**config.mk**
```make
export PLATFORM = sky130hd
export DESIGN_NAME = fp_pred_eval
export DESIGN_NICKNAME = d
export VERILOG_FILES = /design/src/rtl/fpe_pkg.sv /design/src/rtl/fpe_pred_core.sv /design/src/rtl/fpe_status_upd.sv /design/src/rtl/fpe_target_calc.sv /design/src/rtl/fp_pred_eval.sv
export SDC_FILE = /design/constraint.sdc
export NUM_CORES = 1
export LEC_CHECK = 0
export ABC_CLOCK_PERIOD_IN_PS = 5300
export BUFFER_PORTS_ARGS = -buffer_cell sky130_fd_sc_hd__buf_2
export CAP_MARGIN = 30
export CORE_AREA = 5 5 99 101
export DETAILED_ROUTE_END_ITERATION = 12
export DIE_AREA = 0 0 104 106
export GPL_TIMING_DRIVEN = 1
export PLACE_DENSITY = 0.89
export SKIP_CTS_REPAIR_TIMING = 1
export SLEW_MARGIN = 5
export SYNTH_ARGS = -nofsm -noshare
export SYNTH_HDL_FRONTEND = slang
export SYNTH_SLANG_ARGS = --single-unit
```
**constraint.sdc**
```tcl
create_clock -name clk -period 5.3 [get_ports clk]
set_input_delay 1.06 -clock clk [delete_from_list [all_inputs] [get_ports clk]]
set_output_delay 1.06 -clock clk [all_outputs]
set_load 0.01 [all_outputs]
```
**src/rtl/fpe_pkg.sv**
```systemverilog
package fpe_pkg;
  localparam int PRED_W     = 6;
  localparam int UNORD_BIT  = 3;
  localparam int UNAWARE_BIT = 4;
  localparam int ILLEGAL_BIT = 5;
  localparam int STAT_W     = 8;
  localparam int BSUN_BIT   = 7;
  localparam int AIOP_BIT   = 7;

  typedef struct packed {
    logic nan;
    logic zero;
    logic neg;
  } cc_t;
endpackage

```
**src/rtl/fpe_pred_core.sv**
```systemverilog
module fpe_pred_core
  import fpe_pkg::*;
(
  input  logic [3:0] code_i,
  input  cc_t        cc_i,
  output logic       hit_o
);
  logic seed, sliced, zstage;

  always_comb begin
    // stage 1: ordered predicates exclude NaN up front
    seed = code_i[UNORD_BIT] ? 1'b1 : ~cc_i.nan;
    // stage 2: sign qualifier
    unique case (code_i[2:1])
      2'b00:   sliced = 1'b0;
      2'b01:   sliced = seed & ~cc_i.neg;
      2'b10:   sliced = seed &  cc_i.neg;
      default: sliced = seed;
    endcase
    // stage 3: equality qualifier
    zstage = code_i[0] ? (sliced | cc_i.zero) : (sliced & ~cc_i.zero);
    // stage 4: unordered predicates accept NaN
    hit_o  = zstage | (code_i[UNORD_BIT] & cc_i.nan);
  end
endmodule

```
**src/rtl/fpe_status_upd.sv**
```systemverilog
module fpe_status_upd
  import fpe_pkg::*;
#(
  parameter int SW   = STAT_W,
  parameter int BSUN = BSUN_BIT,
  parameter int AIOP = AIOP_BIT
) (
  input  logic          illegal_i,
  input  logic          unaware_i,
  input  logic          nan_i,
  input  logic [SW-1:0] exc_i,
  input  logic [SW-1:0] accr_i,
  input  logic [SW-1:0] en_i,
  output logic [SW-1:0] exc_o,
  output logic [SW-1:0] accr_o,
  output logic          trap_o
);
  logic [SW-1:0] exc_n, accr_n;

  always_comb begin
    exc_n  = exc_i;
    accr_n = accr_i;
    if (unaware_i && nan_i) exc_n[BSUN] = 1'b1;
    if (exc_n[BSUN])        accr_n[AIOP] = 1'b1;
  end

  assign exc_o  = illegal_i ? exc_i  : exc_n;
  assign accr_o = illegal_i ? accr_i : accr_n;
  assign trap_o = ~illegal_i & (|(exc_n & en_i));
endmodule

```
**src/rtl/fpe_target_calc.sv**
```systemverilog
module fpe_target_calc #(
  parameter int AW = 32,
  parameter int DW = 16
) (
  input  logic          long_i,
  input  logic [DW-1:0] hi_i,
  input  logic [DW-1:0] lo_i,
  input  logic [AW-1:0] pc_i,
  output logic [AW-1:0] target_o
);
  localparam int LW = 2 * DW;
  logic [AW-1:0] short_x, long_x, disp;

  assign short_x = {{(AW-DW){hi_i[DW-1]}}, hi_i};

  generate
    if (AW > LW) begin : g_wide
      assign long_x = {{(AW-LW){hi_i[DW-1]}}, hi_i, lo_i};
    end else begin : g_fit
      logic [LW-1:0] joined;
      assign joined = {hi_i, lo_i};
      assign long_x = joined[AW-1:0];
    end
  endgenerate

  assign disp     = long_i ? long_x : short_x;
  assign target_o = pc_i + AW'(2) + disp;
endmodule

```
**src/rtl/fp_pred_eval.sv**
```systemverilog
module fp_pred_eval
  import fpe_pkg::*;
#(
  parameter int AW = 32,
  parameter int DW = 16,
  parameter int SW = STAT_W
) (
  input  logic          clk,
  input  logic          rst,
  input  logic          eval_i,
  input  logic [5:0]    pred_i,
  input  logic          cc_nan_i,
  input  logic          cc_zero_i,
  input  logic          cc_neg_i,
  input  logic [SW-1:0] exc_i,
  input  logic [SW-1:0] accr_i,
  input  logic [SW-1:0] en_i,
  input  logic          long_i,
  input  logic [DW-1:0] disp_hi_i,
  input  logic [DW-1:0] disp_lo_i,
  input  logic [AW-1:0] pc_i,
  output logic          valid_o,
  output logic          result_o,
  output logic          illegal_o,
  output logic          trap_o,
  output logic [SW-1:0] exc_o,
  output logic [SW-1:0] accr_o,
  output logic [AW-1:0] target_o
);
  cc_t           cc;
  logic          hit, bad, trap_c;
  logic [SW-1:0] exc_c, accr_c;
  logic [AW-1:0] tgt_c;

  assign cc  = '{nan: cc_nan_i, zero: cc_zero_i, neg: cc_neg_i};
  assign bad = pred_i[ILLEGAL_BIT];

  fpe_pred_core u_core (
    .code_i (pred_i[3:0]),
    .cc_i   (cc),
    .hit_o  (hit)
  );

  fpe_status_upd #(.SW(SW), .BSUN(BSUN_BIT), .AIOP(AIOP_BIT)) u_stat (
    .illegal_i (bad),
    .unaware_i (pred_i[UNAWARE_BIT]),
    .nan_i     (cc_nan_i),
    .exc_i     (exc_i),
    .accr_i    (accr_i),
    .en_i      (en_i),
    .exc_o     (exc_c),
    .accr_o    (accr_c),
    .trap_o    (trap_c)
  );

  fpe_target_calc #(.AW(AW), .DW(DW)) u_tgt (
    .long_i   (long_i),
    .hi_i     (disp_hi_i),
    .lo_i     (disp_lo_i),
    .pc_i     (pc_i),
    .target_o (tgt_c)
  );

  always_ff @(posedge clk) begin
    if (rst) begin
      valid_o   <= 1'b0;
      result_o  <= 1'b0;
      illegal_o <= 1'b0;
      trap_o    <= 1'b0;
      exc_o     <= '0;
      accr_o    <= '0;
      target_o  <= '0;
    end else begin
      valid_o <= eval_i;
      if (eval_i) begin
        result_o  <= hit & ~bad;
        illegal_o <= bad;
        trap_o    <= trap_c;
        exc_o     <= exc_c;
        accr_o    <= accr_c;
        target_o  <= tgt_c;
      end
    end
  end

  // a strobe is answered in the next cycle
  a_r1_latency: assert property (@(posedge clk) disable iff (rst)
    eval_i |=> valid_o);
  // a raised unordered-branch bit always carries invalid-operation
  a_r6_aiop_follows: assert property (@(posedge clk) disable iff (rst)
    (valid_o && !illegal_o && exc_o[BSUN_BIT]) |-> accr_o[AIOP_BIT]);
  // an illegal code never reports true or a taken exception
  a_r8_illegal_quiet: assert property (@(posedge clk) disable iff (rst)
    (valid_o && illegal_o) |-> (!result_o && !trap_o));
  // code 0000 is never true, code 1111 always true on a legal predicate
  a_r4_false_code: assert property (@(posedge clk) disable iff (rst)
    (eval_i && !pred_i[ILLEGAL_BIT] && pred_i[3:0] == 4'h0) |=> !result_o);
  a_r4_true_code: assert property (@(posedge clk) disable iff (rst)
    (eval_i && !pred_i[ILLEGAL_BIT] && pred_i[3:0] == 4'hF) |=> result_o);
  // an unordered predicate with NaN set is always true
  a_r3_nan_true: assert property (@(posedge clk) disable iff (rst)
    (eval_i && !pred_i[ILLEGAL_BIT] && pred_i[UNORD_BIT] && cc_nan_i) |=> result_o);
  // a trap requires an enabled status bit
  a_r7_trap_enabled: assert property (@(posedge clk) disable iff (rst)
    (eval_i && (en_i == '0)) |=> !trap_o);
  // without a NaN the exception byte passes unchanged
  a_r5_no_nan_pass: assert property (@(posedge clk) disable iff (rst)
    (eval_i && !cc_nan_i) |=> (exc_o == $past(exc_i)));
endmodule

```
# ---- Word-level counts from Yosys, hierarchy flattened
# Cells that the tools add are included.
dict set report word_totals {
  reg_bits 52
  wordCells 35
  output_inout_bits 52
}
dict set report op_classes {
  mux 8
  n_eq_ne 2
  bitwise 13
  n_reduce_logical 3
  add_sub_neg 2
}
# op count
set ops {}
lappend ops {{$add 32x2->32 const B} 1}
lappend ops {{$add 32x32->32} 1}
lappend ops {{$mux 31} 1}
lappend ops {{$mux 8} 2}
lappend ops {{$and 8x8->8} 1}
lappend ops {{$reduce_or 8->1} 1}
lappend ops {{$and 1x1->1} 6}
lappend ops {{$mux 1} 4}
lappend ops {{$not 1->1} 4}
lappend ops {{$pmux 1 s3} 1}
lappend ops {{$eq 2x1->1 const B} 1}
lappend ops {{$eq 2x2->1 const B} 1}
lappend ops {{$logic_not 2->1} 1}
lappend ops {{$or 1x1->1} 2}
lappend ops {{$logic_and 1x1->1} 1}

# ---- Longest topological paths before layout
dict set report logic_depth {
  ltp_word 8
  ltp_mapped 14
}

# ---- Cells and area by module
# Synthesis repeated with hierarchy kept, for this count alone.
dict set report hier_totals {
  hier_cells 519
  hier_area_um2 4628.2
}
# mod n_inst cells_each area_each_um2 seq_area_each_um2
set modules_own_cells {}
lappend modules_own_cells {fpe_target_calc 1 320 2487.4 0.0}
lappend modules_own_cells {fp_pred_eval 1 168 1900.6 1041.0}
lappend modules_own_cells {fpe_status_upd 1 23 172.7 0.0}
lappend modules_own_cells {fpe_pred_core 1 8 67.6 0.0}

# ---- Worst setup path before layout
# No wires, ideal clock.
dict set report synth_path {
  kind {input port to flip-flop}
  start {input port long_i}
  end {register target_o[21]}
  arrival_time_ps 3916
  path_buffers 1
  cell_stages 13
  setup_time_ps 138
  slack_ps 1246
  required_ps 5162
  cell_sequence {buf_1 mux2i_1 ha_1 inv_1 ha_1 fa_1 a211oi_1 o211ai_2 a2111oi_4 o21ai_2 a41oi_2 mux2i_1 o311ai_1}
}
dict set report synth_between {
  elab_chain_len 2
}
# element line_no
set synth_lines {}
lappend synth_lines {{from (decl)} fp_pred_eval.sv:18} ;# input logic long_i,
lappend synth_lines {{$mux 31} fpe_target_calc.sv:26} ;# assign disp = long_i ? long_x : short_x;
lappend synth_lines {{$add 32x32->32} fpe_target_calc.sv:27} ;# assign target_o = pc_i + AW'(2) + disp;
lappend synth_lines {{to (signal assigned)} fp_pred_eval.sv:81} ;# target_o <= tgt_c;
lappend synth_lines {{to (decl)} fp_pred_eval.sv:28} ;# output logic [AW-1:0] target_o
# No other way between the ends.
# A chain may end at the register's enable or synchronous reset.

# ---- Worst setup path after layout
dict set report layout_path {
  start {input port long_i}
  end {register target_o[31]}
}
# Same word-level chain as after synthesis.

==> impl_metrics.env <==
export IMPL_outcome="completed"
export IMPL_hpwl_mm=10.7
export IMPL_clockBufferDepth=2
export IMPL_grt_use_total_pct=22.8
export IMPL_rows=35
export IMPL_io_pins=153
export IMPL_synth_cell_types=69
export IMPL_fin_tns_setup_ns=0
export IMPL_grt_max_degree=74
export IMPL_cts_root_buf="clkbuf_8"
export IMPL_dr_pass1_iters=5
export IMPL_wire_per_inst_um=16.8
export IMPL_grt_busiest_layer="met2"
export IMPL_period_minus_slack_ns=4.43
export IMPL_slew_viol_final=0
export IMPL_synthCells=534
export IMPL_layout_drive_gt1_share_pct=28.0
export IMPL_cts_tree="done"
export IMPL_timing_final_crit_share_pct=83.5
export IMPL_clock_latency_ns=0.31
export IMPL_gp_congestion=0.951
export IMPL_dieHeight_um=106
export IMPL_end_kind="register"
export IMPL_core_region_area_um2=8930
export IMPL_setup_viol=0
export IMPL_seq_area_frac_synth_pct=23.3
export IMPL_ys_ff_latch=52
export IMPL_maxCapViolations=0
export IMPL_rrSetupSlack_ns=4.31
export IMPL_max_slew_worst_pin_slew_ns=0.710
export IMPL_start_util_pct=49.9
export IMPL_fillers=819
export IMPL_final_cell_mix="buf_2, nand2_1, ha_1"
export IMPL_startpoint="long_i"
export IMPL_leakage_nw=2.75
export IMPL_synthFlopType="dfxtp_1"
export IMPL_final_net_count=839
export IMPL_seqCellArea_um2=1040
export IMPL_io_buffers=152
export IMPL_clock_sinks=52
export IMPL_routed_via_density=5.80
export IMPL_fin_area_um2=5390
export IMPL_dieArea_um2=11000
export IMPL_clk_pin_slew_ns=0.10
export IMPL_fin_skew_ns=0
export IMPL_worst_setup_path_start_kind="primary input"
export IMPL_synth_edf_count=0
export IMPL_criticalPathCategory="primary input to register"
export IMPL_rsz0062_at_grt="no"
export IMPL_drc=0
export IMPL_area_growth_pct=20.8
export IMPL_wirelength_mm=13.2
export IMPL_use_met2_pct=42.2
export IMPL_antenna_found_initial=0
export IMPL_synth_cell_area_um2=4460
export IMPL_use_met3_pct=4.43
export IMPL_htree_levels=2
export IMPL_finalHoldViolations=0
export IMPL_slew_headroom_pct=52.7
export IMPL_cp_arrival_ns=4.59
export IMPL_grt_pass1_wl_mm=21.2
export IMPL_required_ns=5.47
export IMPL_multi_input_area_um2=3280
export IMPL_vias=4562
export IMPL_ys_warn_count=0
export IMPL_hp_class="register to register"
export IMPL_drt_iter0_drc=266
export IMPL_placed_area_um2=5300
export IMPL_r2r_start="target_o[30]$_SDFFE_PP0P_"
export IMPL_ant_nets=0
export IMPL_diodes=0
export IMPL_grt_ovfl_total=0
export IMPL_hold_start="target_o[10]$_SDFFE_PP0P_"
export IMPL_cts_inserted_buffers=5
export IMPL_power_mw=1.29
export IMPL_grt_pass1_vias=4573
export IMPL_synth_avg_cell_area_um2=8.35
export IMPL_max_freq_ghz=0.226
export IMPL_async_reset_ff_share_pct=0
export IMPL_syn_nets=699
export IMPL_layout_commonest_cell="buf_2"
export IMPL_vdd_ir_drop_max_mv=0.132
export IMPL_grtUsageMet1_pct=27.1
export IMPL_path_max_fanout=24
export IMPL_die_w_um=104
export IMPL_power_density_nw_per_um2=240
==> per-stage QoR <==
| step | setup WS [ns] | hold WS [ns] | instances | util, % |
|---|---|---|---|---|
| floorplan | 1.25 | 0.490 | 534 | - |
| global placement | 0.736 | 0.458 | 778 | 59.3 |
| detailed placement | 0.624 | 0.463 | 778 | 59.3 |
| CTS | 0.950 | 0.480 | 786 | 60.3 |
| global route | 0.577 | 0.494 | 786 | 60.3 |
| finish | 0.874 | 0.473 | 786 | 60.3 |
==> worst paths after layout <==
kind                                                  end  depth (start not counted)
worst max-delay path            target_o[31]$_SDFFE_PP0P_                         11
worst min-delay path            target_o[10]$_SDFFE_PP0P_                          2
worst max register to register  target_o[30]$_SDFFE_PP0P_                          2
worst min register to register  target_o[10]$_SDFFE_PP0P_                          2
==> state kept, by name, indices dropped and copies added (netlist names) <==
name,cells
target_o,32
illegal_o,1
accr_o,8
result_o,1
exc_o,8
trap_o,1
valid_o,1
==> critical path, cell delays in order <==
cell and delay [ns]:
buf_2 0.37, mux2_2 0.39, ha_1 0.32, fa_1 0.51, a211oi_1 0.40, o211ai_2 0.19, a2111oi_4 0.60, o21ai_1 0.21
a21oi_1 0.20, mux2i_1 0.20, o311ai_0 0.14
==> per-layer routing <==
metal / part of all wire, % / up-vias
met5: 0 / -
met4: 1.9 / 0
met3: 5.8 / 30
met2: 50 / 164
met1: 42 / 2135
li1: - / 2233
==> synthesized netlist by cell type (5+ instances only) <==
| library cell | number | area, µm² |
|---|---|---|
| nand2b_1 | 10 | 62.6 |
| mux2i_1 | 37 | 370 |
| mux2_2 | 14 | 158 |
| inv_1 | 13 | 48.8 |
| nor3_1 | 10 | 50.1 |
| dfxtp_1 | 52 | 1040 |
| nand2_1 | 64 | 240 |
| xor2_1 | 7 | 61.3 |
| xnor2_1 | 9 | 78.8 |
| o211ai_1 | 5 | 37.5 |
| ha_1 | 63 | 788 |
| a211oi_1 | 7 | 52.6 |
| a21oi_1 | 38 | 190 |
| o21a_1 | 5 | 37.5 |
| nor2_1 | 49 | 184 |
| nand3_1 | 10 | 50.1 |
| clkbuf_1 | 17 | 63.8 |
| nor3b_1 | 11 | 82.6 |
| a21o_1 | 10 | 75.1 |
| nand3b_1 | 7 | 52.6 |
| o21ai_0 | 18 | 90.1 |
==> logic make-up (layout without fill, tap and decap cells) <==
logic type	Yosys count	in the layout	share of synthesized area [%]
AO/OA/AOI/OAI	128	128	19.9
XOR/XNOR	16	16	3.14
adder cells (fa/ha/maj)	64	64	18.1
buffers and inverters	36	177	3.09
flip-flops	52	52	23.3
multiplexers	51	51	11.8
AND/OR/NAND/NOR	187	187	20.5
==> report_power, final <==
part,switching (mW),internal (mW),total (mW),leakage [nW]
combinational,0.339,0.261,0.600,2.27
clock,0.144,0.0947,0.239,0.0456
sequential,0.0208,0.435,0.456,0.430
total,0.504,0.791,1.29,2.75
==> layout make-up <==
class / instances / share of cell area (%)
repair buffers: 156 / 14.7
clock buffers: 6 / 1.35
inverters: 13 / 0.906
flip-flops and latches: 52 / 19.3
multi-input cells: 446 / 60.9
well taps: 111 / 2.58
clock inverters: 2 / 0.255
(Power assumes the default switching activity.)
